## config.mk

```make
export PLATFORM = sky130hd
export DESIGN_NAME = i2c_irq_vec
export DESIGN_NICKNAME = d
export VERILOG_FILES = /design/src/rtl/irq_vec_pkg.sv /design/src/rtl/irq_flag_bank.sv /design/src/rtl/irq_prio_enc.sv /design/src/rtl/irq_reg_if.sv /design/src/rtl/i2c_irq_vec.sv
export SDC_FILE = /design/constraint.sdc
export NUM_CORES = 1
export LEC_CHECK = 0
export ABC_AREA = 1
export CORE_UTILIZATION = 47
export CTS_BUF_LIST = sky130_fd_sc_hd__clkbuf_8
export CTS_CLUSTER_DIAMETER = 80
export DETAILED_ROUTE_END_ITERATION = 8
export DONT_BUFFER_PORTS = 1
export HOLD_SLACK_MARGIN = 0.08
export SYNTH_ARGS = -nofsm -noshare
export SYNTH_HDL_FRONTEND = slang
export SYNTH_SLANG_ARGS = --single-unit
```

## constraint.sdc

```tcl
create_clock -name clk_i -period 1.2 [get_ports clk_i]
set_input_delay 0.12 -clock clk_i [delete_from_list [all_inputs] [get_ports clk_i]]
set_output_delay 0.12 -clock clk_i [all_outputs]
set_load 0.03 [all_outputs]
```

## src/rtl/irq_vec_pkg.sv

```systemverilog
package irq_vec_pkg;
  localparam int unsigned NUM_EVT = 7;

  typedef enum logic [1:0] {
    REG_MASK = 2'd0,
    REG_STAT = 2'd1,
    REG_VEC  = 2'd2,
    REG_RSVD = 2'd3
  } reg_sel_e;
endpackage

```

## src/rtl/irq_flag_bank.sv

```systemverilog
module irq_flag_bank #(
  parameter int unsigned N_EVT = 7
) (
  input  logic             clk_i,
  input  logic             rst_ni,
  input  logic [N_EVT-1:0] set_i,
  input  logic [N_EVT-1:0] clr_i,
  output logic [N_EVT-1:0] flag_o
);
  logic [N_EVT-1:0] flag_q;

  for (genvar i = 0; i < N_EVT; i++) begin : g_flag
    always_ff @(posedge clk_i or negedge rst_ni) begin
      if (!rst_ni)        flag_q[i] <= 1'b0;
      else if (set_i[i])  flag_q[i] <= 1'b1;   // set beats clear
      else if (clr_i[i])  flag_q[i] <= 1'b0;
    end

    p_set_wins_r10: assert property (@(posedge clk_i) disable iff (!rst_ni)
      set_i[i] |=> flag_q[i]);
    p_clear_takes_r3: assert property (@(posedge clk_i) disable iff (!rst_ni)
      (clr_i[i] && !set_i[i]) |=> !flag_q[i]);
  end

  assign flag_o = flag_q;
endmodule

```

## src/rtl/irq_prio_enc.sv

```systemverilog
module irq_prio_enc #(
  parameter int unsigned N_EVT  = 7,
  localparam int unsigned CODE_W = $clog2(N_EVT + 1)
) (
  input  logic              clk_i,
  input  logic              rst_ni,
  input  logic [N_EVT-1:0]  req_i,
  output logic [N_EVT-1:0]  grant_o,
  output logic [CODE_W-1:0] code_o
);
  logic found;

  // lowest index wins; code is index + 1, zero when idle
  always_comb begin
    grant_o = '0;
    code_o  = '0;
    found   = 1'b0;
    for (int i = 0; i < N_EVT; i++) begin
      if (req_i[i] && !found) begin
        grant_o[i] = 1'b1;
        code_o     = CODE_W'(i + 1);
        found      = 1'b1;
      end
    end
  end

  p_one_grant_r6: assert property (@(posedge clk_i) disable iff (!rst_ni)
    $onehot0(grant_o) && ((grant_o & ~req_i) == '0));
  p_lowest_first_r6: assert property (@(posedge clk_i) disable iff (!rst_ni)
    (grant_o != '0) |-> ((req_i & (grant_o - 1'b1)) == '0));
endmodule

```

## src/rtl/irq_reg_if.sv

```systemverilog
module irq_reg_if
  import irq_vec_pkg::*;
#(
  parameter int unsigned N_EVT   = 7,
  parameter int unsigned DATA_W  = 16,
  parameter int unsigned RSF_POS = 11,
  parameter int unsigned BB_POS  = 12,
  localparam int unsigned CODE_W = $clog2(N_EVT + 1)
) (
  input  logic              clk_i,
  input  logic              rst_ni,
  input  logic              wr_en_i,
  input  logic              rd_en_i,
  input  logic [1:0]        addr_i,
  input  logic [DATA_W-1:0] wdata_i,
  input  logic [N_EVT-1:0]  flag_i,
  input  logic [N_EVT-1:0]  grant_i,
  input  logic [CODE_W-1:0] code_i,
  input  logic              bus_busy_i,
  input  logic              rx_shift_full_i,
  output logic [N_EVT-1:0]  mask_o,
  output logic [N_EVT-1:0]  clr_o,
  output logic [DATA_W-1:0] rdata_o
);
  reg_sel_e         sel;
  logic [N_EVT-1:0] mask_q;
  logic [DATA_W-1:0] stat_word;
  logic             unused_wbits;

  assign sel          = reg_sel_e'(addr_i);
  assign unused_wbits = ^wdata_i[DATA_W-1:N_EVT];

  always_ff @(posedge clk_i or negedge rst_ni) begin
    if (!rst_ni)                          mask_q <= '0;
    else if (wr_en_i && sel == REG_MASK)  mask_q <= wdata_i[N_EVT-1:0];
  end

  always_comb begin
    clr_o = '0;
    if (wr_en_i && sel == REG_STAT) clr_o = clr_o | wdata_i[N_EVT-1:0];
    if (rd_en_i && sel == REG_VEC)  clr_o = clr_o | grant_i;
  end

  always_comb begin
    stat_word                  = '0;
    stat_word[N_EVT-1:0]       = flag_i;
    stat_word[RSF_POS]         = rx_shift_full_i;
    stat_word[BB_POS]          = bus_busy_i;
  end

  always_comb begin
    unique case (sel)
      REG_MASK: rdata_o = DATA_W'(mask_q);
      REG_STAT: rdata_o = stat_word;
      REG_VEC:  rdata_o = DATA_W'(code_i);
      default:  rdata_o = '0;
    endcase
  end

  assign mask_o = mask_q;
endmodule

```

## src/rtl/i2c_irq_vec.sv

```systemverilog
module i2c_irq_vec
  import irq_vec_pkg::*;
#(
  parameter int unsigned N_EVT   = NUM_EVT,
  parameter int unsigned DATA_W  = 16,
  parameter int unsigned RSF_POS = 11,
  parameter int unsigned BB_POS  = 12,
  localparam int unsigned CODE_W = $clog2(N_EVT + 1)
) (
  input  logic              clk_i,
  input  logic              rst_ni,
  input  logic [N_EVT-1:0]  evt_set_i,
  input  logic              bus_busy_i,
  input  logic              rx_shift_full_i,
  input  logic              wr_en_i,
  input  logic              rd_en_i,
  input  logic [1:0]        addr_i,
  input  logic [DATA_W-1:0] wdata_i,
  output logic [DATA_W-1:0] rdata_o,
  output logic              irq_o
);
  logic [N_EVT-1:0]  flag, mask, clr, grant, pend;
  logic [CODE_W-1:0] code;

  irq_flag_bank #(.N_EVT(N_EVT)) u_flags (
    .clk_i  (clk_i),
    .rst_ni (rst_ni),
    .set_i  (evt_set_i),
    .clr_i  (clr),
    .flag_o (flag)
  );

  assign pend = flag & mask;

  irq_prio_enc #(.N_EVT(N_EVT)) u_enc (
    .clk_i   (clk_i),
    .rst_ni  (rst_ni),
    .req_i   (pend),
    .grant_o (grant),
    .code_o  (code)
  );

  irq_reg_if #(
    .N_EVT(N_EVT), .DATA_W(DATA_W), .RSF_POS(RSF_POS), .BB_POS(BB_POS)
  ) u_regs (
    .clk_i           (clk_i),
    .rst_ni          (rst_ni),
    .wr_en_i         (wr_en_i),
    .rd_en_i         (rd_en_i),
    .addr_i          (addr_i),
    .wdata_i         (wdata_i),
    .flag_i          (flag),
    .grant_i         (grant),
    .code_i          (code),
    .bus_busy_i      (bus_busy_i),
    .rx_shift_full_i (rx_shift_full_i),
    .mask_o          (mask),
    .clr_o           (clr),
    .rdata_o         (rdata_o)
  );

  assign irq_o = |pend;

  p_mask_off_r11: assert property (@(posedge clk_i) disable iff (!rst_ni)
    (mask == '0) |-> !irq_o);
  p_idle_vec_zero_r8: assert property (@(posedge clk_i) disable iff (!rst_ni)
    (addr_i == 2'd2 && !irq_o) |-> (rdata_o == '0));
endmodule

```

* Yosys cells after proc, flatten, opt, wreduce, memory -nomap -nowiden
Cells that the tools add are included.
Word-level totals: bits in registers 14, input bits 31, output and inout bits 17, logic and storage cells 72
Operators by class: equality and inequality tests 2, mux-type cells 36, bitwise operators 2, reduce and logical (&&, ||, !) cells 24
Operators with widths (count):
- 13-bit one-hot mux with 3 select lines | 1
- 1-bit two-way mux | 27
- 7-bit two-way mux | 2
- 2-bit nonzero test | 7
- 3-bit two-way mux | 4
- 1-bit logical AND | 9
- 7-bit bitwise AND | 1
- 7-bit bitwise OR | 1
- 7-bit OR reduction | 1
- 1-bit zero test | 6
- 2-bit two-way mux | 2
- 2-bit by 1-bit == test with 1-bit output, second input constant | 1
- 2-bit == test, second input constant | 1
- 2-bit zero test | 1

* Longest topological paths before layout
Gate-level depths: netlist of the first run.
depth in word-level cells 24, mapped depth 8, mapped depth without buffers 8

* By module
Synthesis of the first run repeated with hierarchy kept, for this count alone.
Unflattened totals: cell total of the unflattened synthesis 181, area total of the unflattened synthesis 1126.1 um^2
By module, submodules not included:
- irq_reg_if | instances 1, cells an instance 96, area each 623.1 um^2, sequential area each 175.2 um^2
- irq_flag_bank | instances 1, cells an instance 35, area each 280.3 um^2, sequential area each 175.2 um^2
- irq_prio_enc | instances 1, cells an instance 30, area each 147.6 um^2, sequential area each 0.0 um^2
- i2c_irq_vec | instances 1, cells an instance 20, area each 75.1 um^2, sequential area each 0.0 um^2

* Worst setup path before layout of the first run
No wires, ideal clock.
kind flip-flop to output port, from register u_regs.mask_q[0], in the netlist u_regs.mask_o[0], to output port rdata_o[1], data arrival time 1180 ps, data required time 1080 ps, setup slack -100 ps, cell stages (with the launch flop) 8, buffers on the path 0, cells stage by stage dfrtp_1 > nand2_1 > nand2_1 > nor2_4 > o211ai_1 > nand2_1 > nand2_1 > nand3_1
On the way: cells in the longest elaborated chain, start to end 21, elaborated cells on any way between the ends 26, classes of those cells 13 x mux; 1 x bitwise; 12 x reduce/logical
Ends and longest elaborated chain:
- start: declaration | RTL line irq_reg_if.sv:26 | logic [N_EVT-1:0] mask_q;
- start signal: assignment | RTL line irq_reg_if.sv:35 | else if (wr_en_i && sel == REG_MASK) mask_q <= wdata_i[N_EVT-1:0];
- 7-bit bitwise AND (*) | RTL line i2c_irq_vec.sv:33 | assign pend = flag & mask;
- 1-bit two-way mux (*) | RTL line irq_prio_enc.sv:19 | if (req_i[i] && !found) begin
- 1-bit zero test | RTL line irq_prio_enc.sv:19
- 1-bit logical AND | RTL line irq_prio_enc.sv:19
- 1-bit two-way mux | RTL line irq_prio_enc.sv:19
- 1-bit zero test | RTL line irq_prio_enc.sv:19
- 1-bit logical AND | RTL line irq_prio_enc.sv:19
- 1-bit two-way mux | RTL line irq_prio_enc.sv:19
- [... 5 more ...]
- 1-bit two-way mux | RTL line irq_prio_enc.sv:19
- 1-bit zero test | RTL line irq_prio_enc.sv:19
- 1-bit logical AND | RTL line irq_prio_enc.sv:19
- 1-bit two-way mux | RTL line irq_prio_enc.sv:19
- 1-bit zero test | RTL line irq_prio_enc.sv:19
- 1-bit logical AND | RTL line irq_prio_enc.sv:19
- 3-bit two-way mux (*) | RTL line irq_prio_enc.sv:19
- 13-bit one-hot mux with 3 select lines (*) | RTL line irq_reg_if.sv:52 | unique case (sel)
- end: declaration | RTL line i2c_irq_vec.sv:19 | output logic [DATA_W-1:0] rdata_o,
Mark *: on every way between the ends. The rest lies on a longest branch, timed or not.

* Worst setup path after layout of the first run
from register u_regs.mask_q[1], in the netlist u_regs.mask_o[1], to output port rdata_o[0]
On the way: cells in the longest elaborated chain, start to end 19, elaborated cells on any way between the ends 24, classes of those cells 12 x mux; 1 x bitwise; 11 x reduce/logical
Ends and longest elaborated chain (RTL line):
- 7-bit bitwise AND (*) | i2c_irq_vec.sv:33
- 1-bit logical AND (*) | irq_prio_enc.sv:19
- 1-bit two-way mux | irq_prio_enc.sv:19
- 1-bit zero test | irq_prio_enc.sv:19
- 1-bit logical AND | irq_prio_enc.sv:19
- 1-bit two-way mux | irq_prio_enc.sv:19
- 1-bit zero test | irq_prio_enc.sv:19
- 1-bit logical AND | irq_prio_enc.sv:19
- [... 3 more ...]
- 1-bit two-way mux | irq_prio_enc.sv:19
- 1-bit zero test | irq_prio_enc.sv:19
- 1-bit logical AND | irq_prio_enc.sv:19
- 1-bit two-way mux | irq_prio_enc.sv:19
- 1-bit zero test | irq_prio_enc.sv:19
- 1-bit logical AND | irq_prio_enc.sv:19
- 3-bit two-way mux (*) | irq_prio_enc.sv:19
- 13-bit one-hot mux with 3 select lines (*) | irq_reg_if.sv:52
Marks and branches as above.

==> results of run 1 <==
## registers in the layout, indices dropped and copies added (netlist names)
signal / cells
u_regs.mask_o: 7
u_flags.flag_o: 7
## final cells by class
cell class / instances / area (um^2)
Sequential cell: 14 / 350.3
Multi-Input combinational cell: 84 / 569.3
Clock buffer: 4 / 55.05
Timing Repair Buffer: 36 / 311.5
Fill cell: 135 / 399.1
Inverter: 16 / 66.31
Tap cell: 25 / 31.28
## cell usage in the layout, fill, tap and decap left out, types with 4 or more instances in the layout
cell type / instances
nand2_4: 4
nand3_1: 4
nand2_2: 10
buf_4: 20
conb_1: 7
a31o_1: 4
nor2_1: 5
nand2_1: 22
clkbuf_8: 4
dlygate4sd3_1: 15
inv_1: 12
dfrtp_1: 14
mux2_2: 6
## logic make-up after synthesis
family	share of synthesized area
AO/OA/AOI/OAI	0.1241
AND/OR/NAND/NOR	0.2865
flip-flops	0.3820
multiplexers	0.07366
other	0.004089
buffers and inverters	0.1296
## metrics by stage
step / setup slack, ps / hold slack [ps] / std cells / power, uW / area (um^2)
after floorplan: 11.37 / -175.6 / 121 / 958.0 / 972.2
after global placement: -83.06 / -175.2 / 156 / 1083 / 1079
after detailed placement: -61.85 / -175.3 / 156 / 1094 / 1079
after CTS: -316.2 / 86.73 / 178 / 1667 / 1348
after global routing: -413.5 / 87.24 / 179 / 1806 / 1384
final: -297.8 / 88.70 / 179 / 1712 / 1384
## worst max-delay path: stages, from the launching register on
cell and delay (ps):
dfrtp_1 410, nand2_2 110, nand2_4 70, nor2_4 120
nand4_1 120, nand3_1 120, nand2_2 70, nand2_4 110
## power by group through the flow
stage	Sequential [uW]	Combinational [uW]	Clock, uW
after detailed placement	570	524	0
final	570	671	470
after global routing	575	731	500
after CTS	566	629	472
after global placement	567	516	0
after floorplan	567	391	0
## layer usage
| layer | part of all wire | routed length (um) | track usage |
|---|---|---|---|
| met1 | 0.41 | 1006 | 0.2861 |
| met2 | 0.54 | 1341 | 0.4535 |
| met3 | 0.046 | 113 | 0.07059 |
| met4 | 0.0044 | 11 | 0.07059 |
| met5 | 0 | 0 | 0 |
## worst max path at each step
stage	startpoint	to	slack, ps	cells after the start
floorplan	u_regs.mask_o[0]$_DFFE_PN0P_	rdata_o[0]	10	7
global placement	u_regs.mask_o[0]$_DFFE_PN0P_	rdata_o[0]	-80	7
detailed placement	u_regs.mask_o[0]$_DFFE_PN0P_	rdata_o[2]	-60	7
CTS	u_regs.mask_o[1]$_DFFE_PN0P_	rdata_o[2]	-320	7
global route	u_regs.mask_o[2]$_DFFE_PN0P_	rdata_o[0]	-410	7
finish	u_regs.mask_o[1]$_DFFE_PN0P_	rdata_o[0]	-300	7
## what timing repair did
| action | in CTS | in global routing |
|---|---|---|
| setup endpoints to repair | 10 | 11 |
| endpoints found under the hold margin | 28 | 0 |
| gates resized for setup | 13 | 8 |
| setup buffers | 3 | 2 |
| pin swaps | 9 | 12 |
| hold buffers | 15 | 0 |
==> key figures, run 1 <==
Floorplan
  – Initial core utilization: 0.5144
  – Die height: between 40 and 50 um
  – I/O pin count: 48
  – Die outline width: 46.18 um
  – Std-Cell Core Area: about 1800 um^2
  – Area of the die: 2132 um^2
  – Placement row count: 15

Worst hold path
  – Hold Path Cell Cnt: 2
  – Hold Crit Endpoint: u_flags.flag_o[4]$_DFFE_PN0P_
  – Startpoint of the tightest hold check path: wdata_i[4]
  – Worst hold-check path type: in2reg

STA
  – Number of hold-slack violations in the final timing report: 0
  – Final number of max-transition violations: 0
  – Unrepaired setup endpoints after global routing: true
  – Aggregate negative setup slack: -1382 ps
  – Worst slew slack as a fraction of its limit: 0.5556
  – Clock skew after layout: 3.766 ps
  – F_max: 667.6 MHz
  – Setup violators final: 6
  – Transition time at the pin with the least slew margin: 664.4 ps
  – Setup slack after layout: -297.8 ps
  – Final worst path period need: 1498 ps
  – Part of the cycle the worst path needs: 1.248

Synth
  – Sequential cell area fraction in the yosys report: 0.3820
  – Number of enable flip-flop cells after synthesis: 0
  – Most frequent cells after synthesis: nand2_1, dfrtp_1, inv_1, nor2_1, buf_4
  – Unique cell type count in the Yosys netlist: 22
  – Count of yosys warnings during synthesis: 0
  – Top FF cell, synth: dfrtp_1
  – Portion of synthesized cell area occupied by the leading cell type: 0.3820
  – Register bit total from synthesis: 14
  – Area contributors post-synth: dfrtp_1, nand2_1, mux2_2
  – Synthesized instance count: 115
  – Post-synthesis instance area: 917.1 um^2
  – Largest area contributor in the netlist: dfrtp_1
  – Most instantiated library cell after synthesis: nand2_1
  – Average size of a mapped cell: between 7 and 8 um^2
  – Share of synthesized registers carrying an async set or reset: 1.000

Routing
  – Total via count after detailed routing: ~910
  – Post-detailed-route count of antenna-violating nets: 0
  – Number of remaining DRC errors: 0
  – Routed vias/inst: 5.078
  – Avg WL per Cell: about 14 um
  – Total wire length after detailed routing: 2472 um
  – Violation count after the first detailed-route iteration: 11
  – DR pass1 iterations: 4

Power and ir drop
  – IR Drop Worst-Case VDD: about 0.0010 V
  – Cell leakage power: 0.0006872 uW
  – Part of the total power dissipated in sequential elements: 0.333
  – Switch Pwr: 599.6 uW
  – Part of the power in the clock network: 0.275
  – Power Dens Cells: 1237 nW/um^2
  – Sw frac: 0.3503
  – Combinational cell fraction of total power: 0.392
  – Cell Int Power: 1112 uW

Clock network
  – Clk buf depth: 2
  – Clock tree from TritonCTS: yes
  – Clock latency on the worst-skew pair: about 250 ps
  – Total CTS buffers: 3
  – Sinks on Clock Net: 14
  – Root buffer selected by CTS: clkbuf_8
  – Clock transition at the registers of the reported paths: 60 ps
  – Number of levels the H-tree was split into: 1

Layout
  – Utilization after layout: 0.7761
  – Fraction of final layout cells sized beyond drive strength 1: 0.3896
  – Number of nets in the layout: 186
  – Diodes inserted: 0
  – Layout area overhead: 50.89%

Setup path
  – Kind of capture point of the worst setup path: output pin
  – Signal arrival time at the worst endpoint: 1380 ps
  – Internal reg-to-reg setup slack: -170 ps
  – Launch instance of the worst register-to-register path: u_regs.mask_o[1]$_DFFE_PN0P_
  – Kind of critical path: reg2out
  – Type of element launching the critical path: flop
  – Depth of the worst register-to-register path: 8
  – Maximum fanout along the worst path: 5
  – Reg-to-Reg End: u_flags.flag_o[4]$_DFFE_PN0P_
  – Endpoint required time on the critical path: 1080 ps

GRT
  – Initial antenna violation count: 0
  – Combined global-route utilization of all metal layers: 0.2516
  – Wire length of the first global-routing pass: 3601 um
  – Number of global-route vias before repair: roughly 850
  – Maximum number of pins on one net before global-route repair: 15
  – Global route total overflow: 0

Run status
  – Violated checks: setup timing
  – Status: finished, violations left

Placement
  – Buffers added on ports: 0
  – Dpl hpwl: between 1500 and 2000 um
  – Placer's final routability congestion estimate: 0.7231

Flow run
  – Max-Cap Viols: 0
Note: power is estimated with default switching activity, not from simulation.
==> run 2, diff against run 1 <==
--- a/config.mk
+++ b/config.mk
@@ -5,7 +5,6 @@
 export SDC_FILE = /design/constraint.sdc
 export NUM_CORES = 1
 export LEC_CHECK = 0
-export ABC_AREA = 1
 export CORE_UTILIZATION = 47
 export CTS_BUF_LIST = sky130_fd_sc_hd__clkbuf_8
 export CTS_CLUSTER_DIAMETER = 80
==> run 2 against run 1 <==
Effect of this change: the flow still finishes with violations (setup timing); maximum frequency fell by 11%; register-to-register slack got worse by 170 ps; wire length rose by 16%; synthesized cell count fell by 19%; worst hold slack got worse by 2.7 ps; sequential share of layout area fell by 1.8 points; clock skew fell by 2.7 ps; total power rose by 4.3%; cell area rose by 7.8%; setup slack got worse by 190 ps; via count rose by 5.4%; critical endpoint is now rdata_o[2].
==> key figures, run 2 <==
Clock network
  – Root buffer selected by CTS: clkbuf_8
  – Clk buf depth: 2
  – Clock latency on the worst-skew pair: 240 ps
  – Clock transition at the registers of the reported paths: about 60 ps
  – Total CTS buffers: 3
  – Clock tree from TritonCTS: yes
  – Sinks on Clock Net: 14
  – Number of levels the H-tree was split into: 1

Setup path
  – Chain of cells forming the critical path: a22o_1 -> buf_4 -> o211ai_1 -> o21ai_2
  – Endpoint required time on the critical path: around 1100 ps
  – Maximum fanout along the worst path: 3
  – Internal reg-to-reg setup slack: -340 ps
  – Kind of capture point of the worst setup path: output pin
  – Largest stage delay on the critical path: about 430 ps
  – Crit-path slowest cell: dfrtp_1
  – Type of element launching the critical path: flop
  – Kind of critical path: reg2out
  – Buffers plus inverters on the worst setup path: 1
  – Depth of the worst register-to-register path: 6
  – Reg-to-Reg End: u_flags.flag_o[5]$_DFFE_PN0P_
  – Launch instance of the worst register-to-register path: u_regs.mask_o[2]$_DFFE_PN0P_
  – Signal arrival time at the worst endpoint: 1570 ps
  – Cell family with most CP delay: compound AO/OA/AOI/OAI gates

Placement
  – Pre-CTS setup slack: -164.6 ps
  – Dpl hpwl: approximately 1800 um
  – Placer's final routability congestion estimate: 0.8175
  – Cell area after placement: 1132 um^2
  – Buffers added on ports: 0

Synth
  – Portion of synthesized cell area occupied by the leading cell type: 0.3867
  – Average size of a mapped cell: ~9.7 um^2
  – Combinational family with the most area after synthesis: simple AND/OR/NAND/NOR gates
  – Basic-gate share of the synthesized area counting and, or, nand and nor cells: 0.1961
  – Most frequent cells after synthesis: dfrtp_1, nand2_1, buf_4, mux2_2, nand4_1
  – Number of enable flip-flop cells after synthesis: 0
  – Register bit total from synthesis: 14
  – Synth Area in Compound Gates: 0.1782
  – Most instantiated library cell after synthesis: dfrtp_1
  – Share of synthesized cell area in full adder, half adder and majority cells: 0
  – Post-synthesis share of cell area spent on xor and xnor gates: 0
  – Area contributors post-synth: dfrtp_1, mux2_2, mux2i_1
  – Unique cell type count in the Yosys netlist: 30
  – Top FF cell, synth: dfrtp_1
  – Sequential cell area fraction in the yosys report: 0.3867
  – Post-synthesis instance area: 905.9 um^2
  – Mux cell area share after synthesis: 0.1533
  – Count of yosys warnings during synthesis: 0
  – Share of synthesized registers carrying an async set or reset: 1.000
  – Largest area contributor in the netlist: dfrtp_1
  – Synthesized instance count: 93

Layout
  – Sequential cell area in the final layout: 350.3 um^2
  – Most frequent standard cell in the layout excluding fill and tap cells: buf_4
  – Most frequent cells in the layout: buf_4, dlygate4sd3_1, dfrtp_1
  – Multi-input gate area in the final layout: 575.6 um^2
  – Layout area overhead: 64.64%
  – Number of inserted filler cells in the final layout: 105
  – Number of nets in the layout: 176
  – Cell area after layout: 1491 um^2
  – Diodes inserted: 0
  – Fraction of final layout cells sized beyond drive strength 1: 0.4406

GRT
  – Wire length of the first global-routing pass: 4057 um
  – Initial antenna violation count: 0
  – Number of global-route vias before repair: 878
  – Combined global-route utilization of all metal layers: 0.2762
  – Global route total overflow: 0
  – Maximum number of pins on one net before global-route repair: 15

Routing
  – Number of remaining DRC errors: 0
  – Total wire length after detailed routing: around 2900 um
  – DR pass1 iterations: 4
  – Violation count after the first detailed-route iteration: 31
  – Avg WL per Cell: between 15 and 20 um
  – Routed vias/inst: roughly 5.7
  – Post-detailed-route count of antenna-violating nets: 0
  – Total via count after detailed routing: around 960

Power and ir drop
  – Combinational cell fraction of total power: 0.461
  – Final Total Pwr: 1786 uW
  – Part of the power in the clock network: 0.212
  – Switch Pwr: between 500 and 600 uW
  – Cell Int Power: 1194 uW
  – IR Drop Worst-Case VDD: 0.0009980 V
  – Part of the total power dissipated in sequential elements: 0.328
  – Power Dens Cells: 1197 nW/um^2
  – Cell leakage power: 0.0006490 uW
  – Sw frac: 0.3313

Worst hold path
  – Hold Path Cell Cnt: 2
  – Hold Crit Endpoint: u_flags.flag_o[1]$_DFFE_PN0P_
  – Startpoint of the tightest hold check path: wdata_i[1]
  – Worst hold-check path type: in2reg

Floorplan
  – Area of the die: roughly 2100 um^2
  – Die outline width: roughly 46 um
  – Placement row count: 15
  – Die height: 45.90 um
  – I/O pin count: 48
  – Initial core utilization: 0.5135
  – Std-Cell Core Area: 1764 um^2

STA
  – Aggregate negative setup slack: -3053 ps
  – Final number of max-transition violations: 0
  – Final worst path period need: 1688 ps
  – Part of the cycle the worst path needs: 1.407
  – Worst slew slack as a fraction of its limit: 0.5556
  – Number of hold-slack violations in the final timing report: 0
  – Setup violators final: 12
  – Setup slack after layout: -487.9 ps
  – Transition time at the pin with the least slew margin: 664.4 ps
  – F_max: about 600 MHz
  – Unrepaired setup endpoints after global routing: true
  – Clock skew after layout: 1.113 ps

Run status
  – Status: finished, violations left
  – Violated checks: setup timing

Flow run
  – Max-Cap Viols: 0
## run 2: changes by cell type after synthesis, sizes merged, moves of 3 or more
cell and delta:
nand2 -25, inv -14, mux2i +6, nor2 -6, nand3 -5, nand4 +4, a22oi +3, and2 +3
## run 2: through the flow
step                std cells  hold slack, ps  utilization
global placement          139          -175.3       0.6418
global route              168           91.43       0.8454
floorplan                  99          -175.6            -
detailed placement        139          -175.3       0.6418
finish                    168           86.03       0.8454
CTS                       163           84.24       0.8071
## run 2: power groups by stage
stage	Sequential, uW	Clock, uW	Combinational [uW]
after global routing	591	402	863
after detailed placement	587	0	575
after CTS	581	386	731
after global placement	585	0	561
final	585	378	823
after floorplan	596	0	362
## run 2: final cells by class
| type | count | share of cell area |
|---|---|---|
| multi-input combinational | 73 | 0.3859 |
| timing repair buffer | 52 | 0.3280 |
| sequential | 14 | 0.2349 |
| clock buffer | 3 | 0.02768 |
| tap | 25 | 0.02097 |
| inverter | 1 | 0.002517 |
## run 2: worst max path at each step
stage,start,to,slack [ps],cells after the start
finish,u_flags.flag_o[5]$_DFFE_PN0P_,rdata_o[2],-490,4
CTS,u_flags.flag_o[2]$_DFFE_PN0P_,rdata_o[2],-380,4
floorplan,u_flags.flag_o[2]$_DFFE_PN0P_,rdata_o[2],-250,3
global placement,u_flags.flag_o[2]$_DFFE_PN0P_,u_flags.flag_o[6]$_DFFE_PN0P_,-150,4
detailed placement,u_flags.flag_o[2]$_DFFE_PN0P_,u_flags.flag_o[4]$_DFFE_PN0P_,-160,4
global route,u_regs.mask_o[2]$_DFFE_PN0P_,rdata_o[2],-510,4
## run 2: kinds of logic after synthesis
logic type | Yosys count
AOI/OAI and AO/OA | 20
DFF | 14
muxes | 13
and+or+nand+nor | 33
buffers and inverters | 12
other | 1
## run 2: per-layer routing
| layer | up-vias | track usage | share of wire |
|---|---|---|---|
| met5 | - | 0 | 0 |
| met4 | 0 | 0.09412 | 0.021 |
| met2 | 45 | 0.4085 | 0.50 |
| met1 | 467 | 0.3940 | 0.42 |
| li1 | 438 | - | - |
| met3 | 8 | 0.06349 | 0.063 |
## run 2: repair_timing
| item | 4_1_cts | 5_1_grt |
|---|---|---|
| pin swaps | 10 | 6 |
| endpoints found under the hold margin | 28 | 0 |
| cloned | 0 | 0 |
| resized for setup | 15 | 5 |
| hold buffers | 15 | 0 |
| setup endpoints to repair | 13 | 13 |
| setup buffers | 6 | 5 |
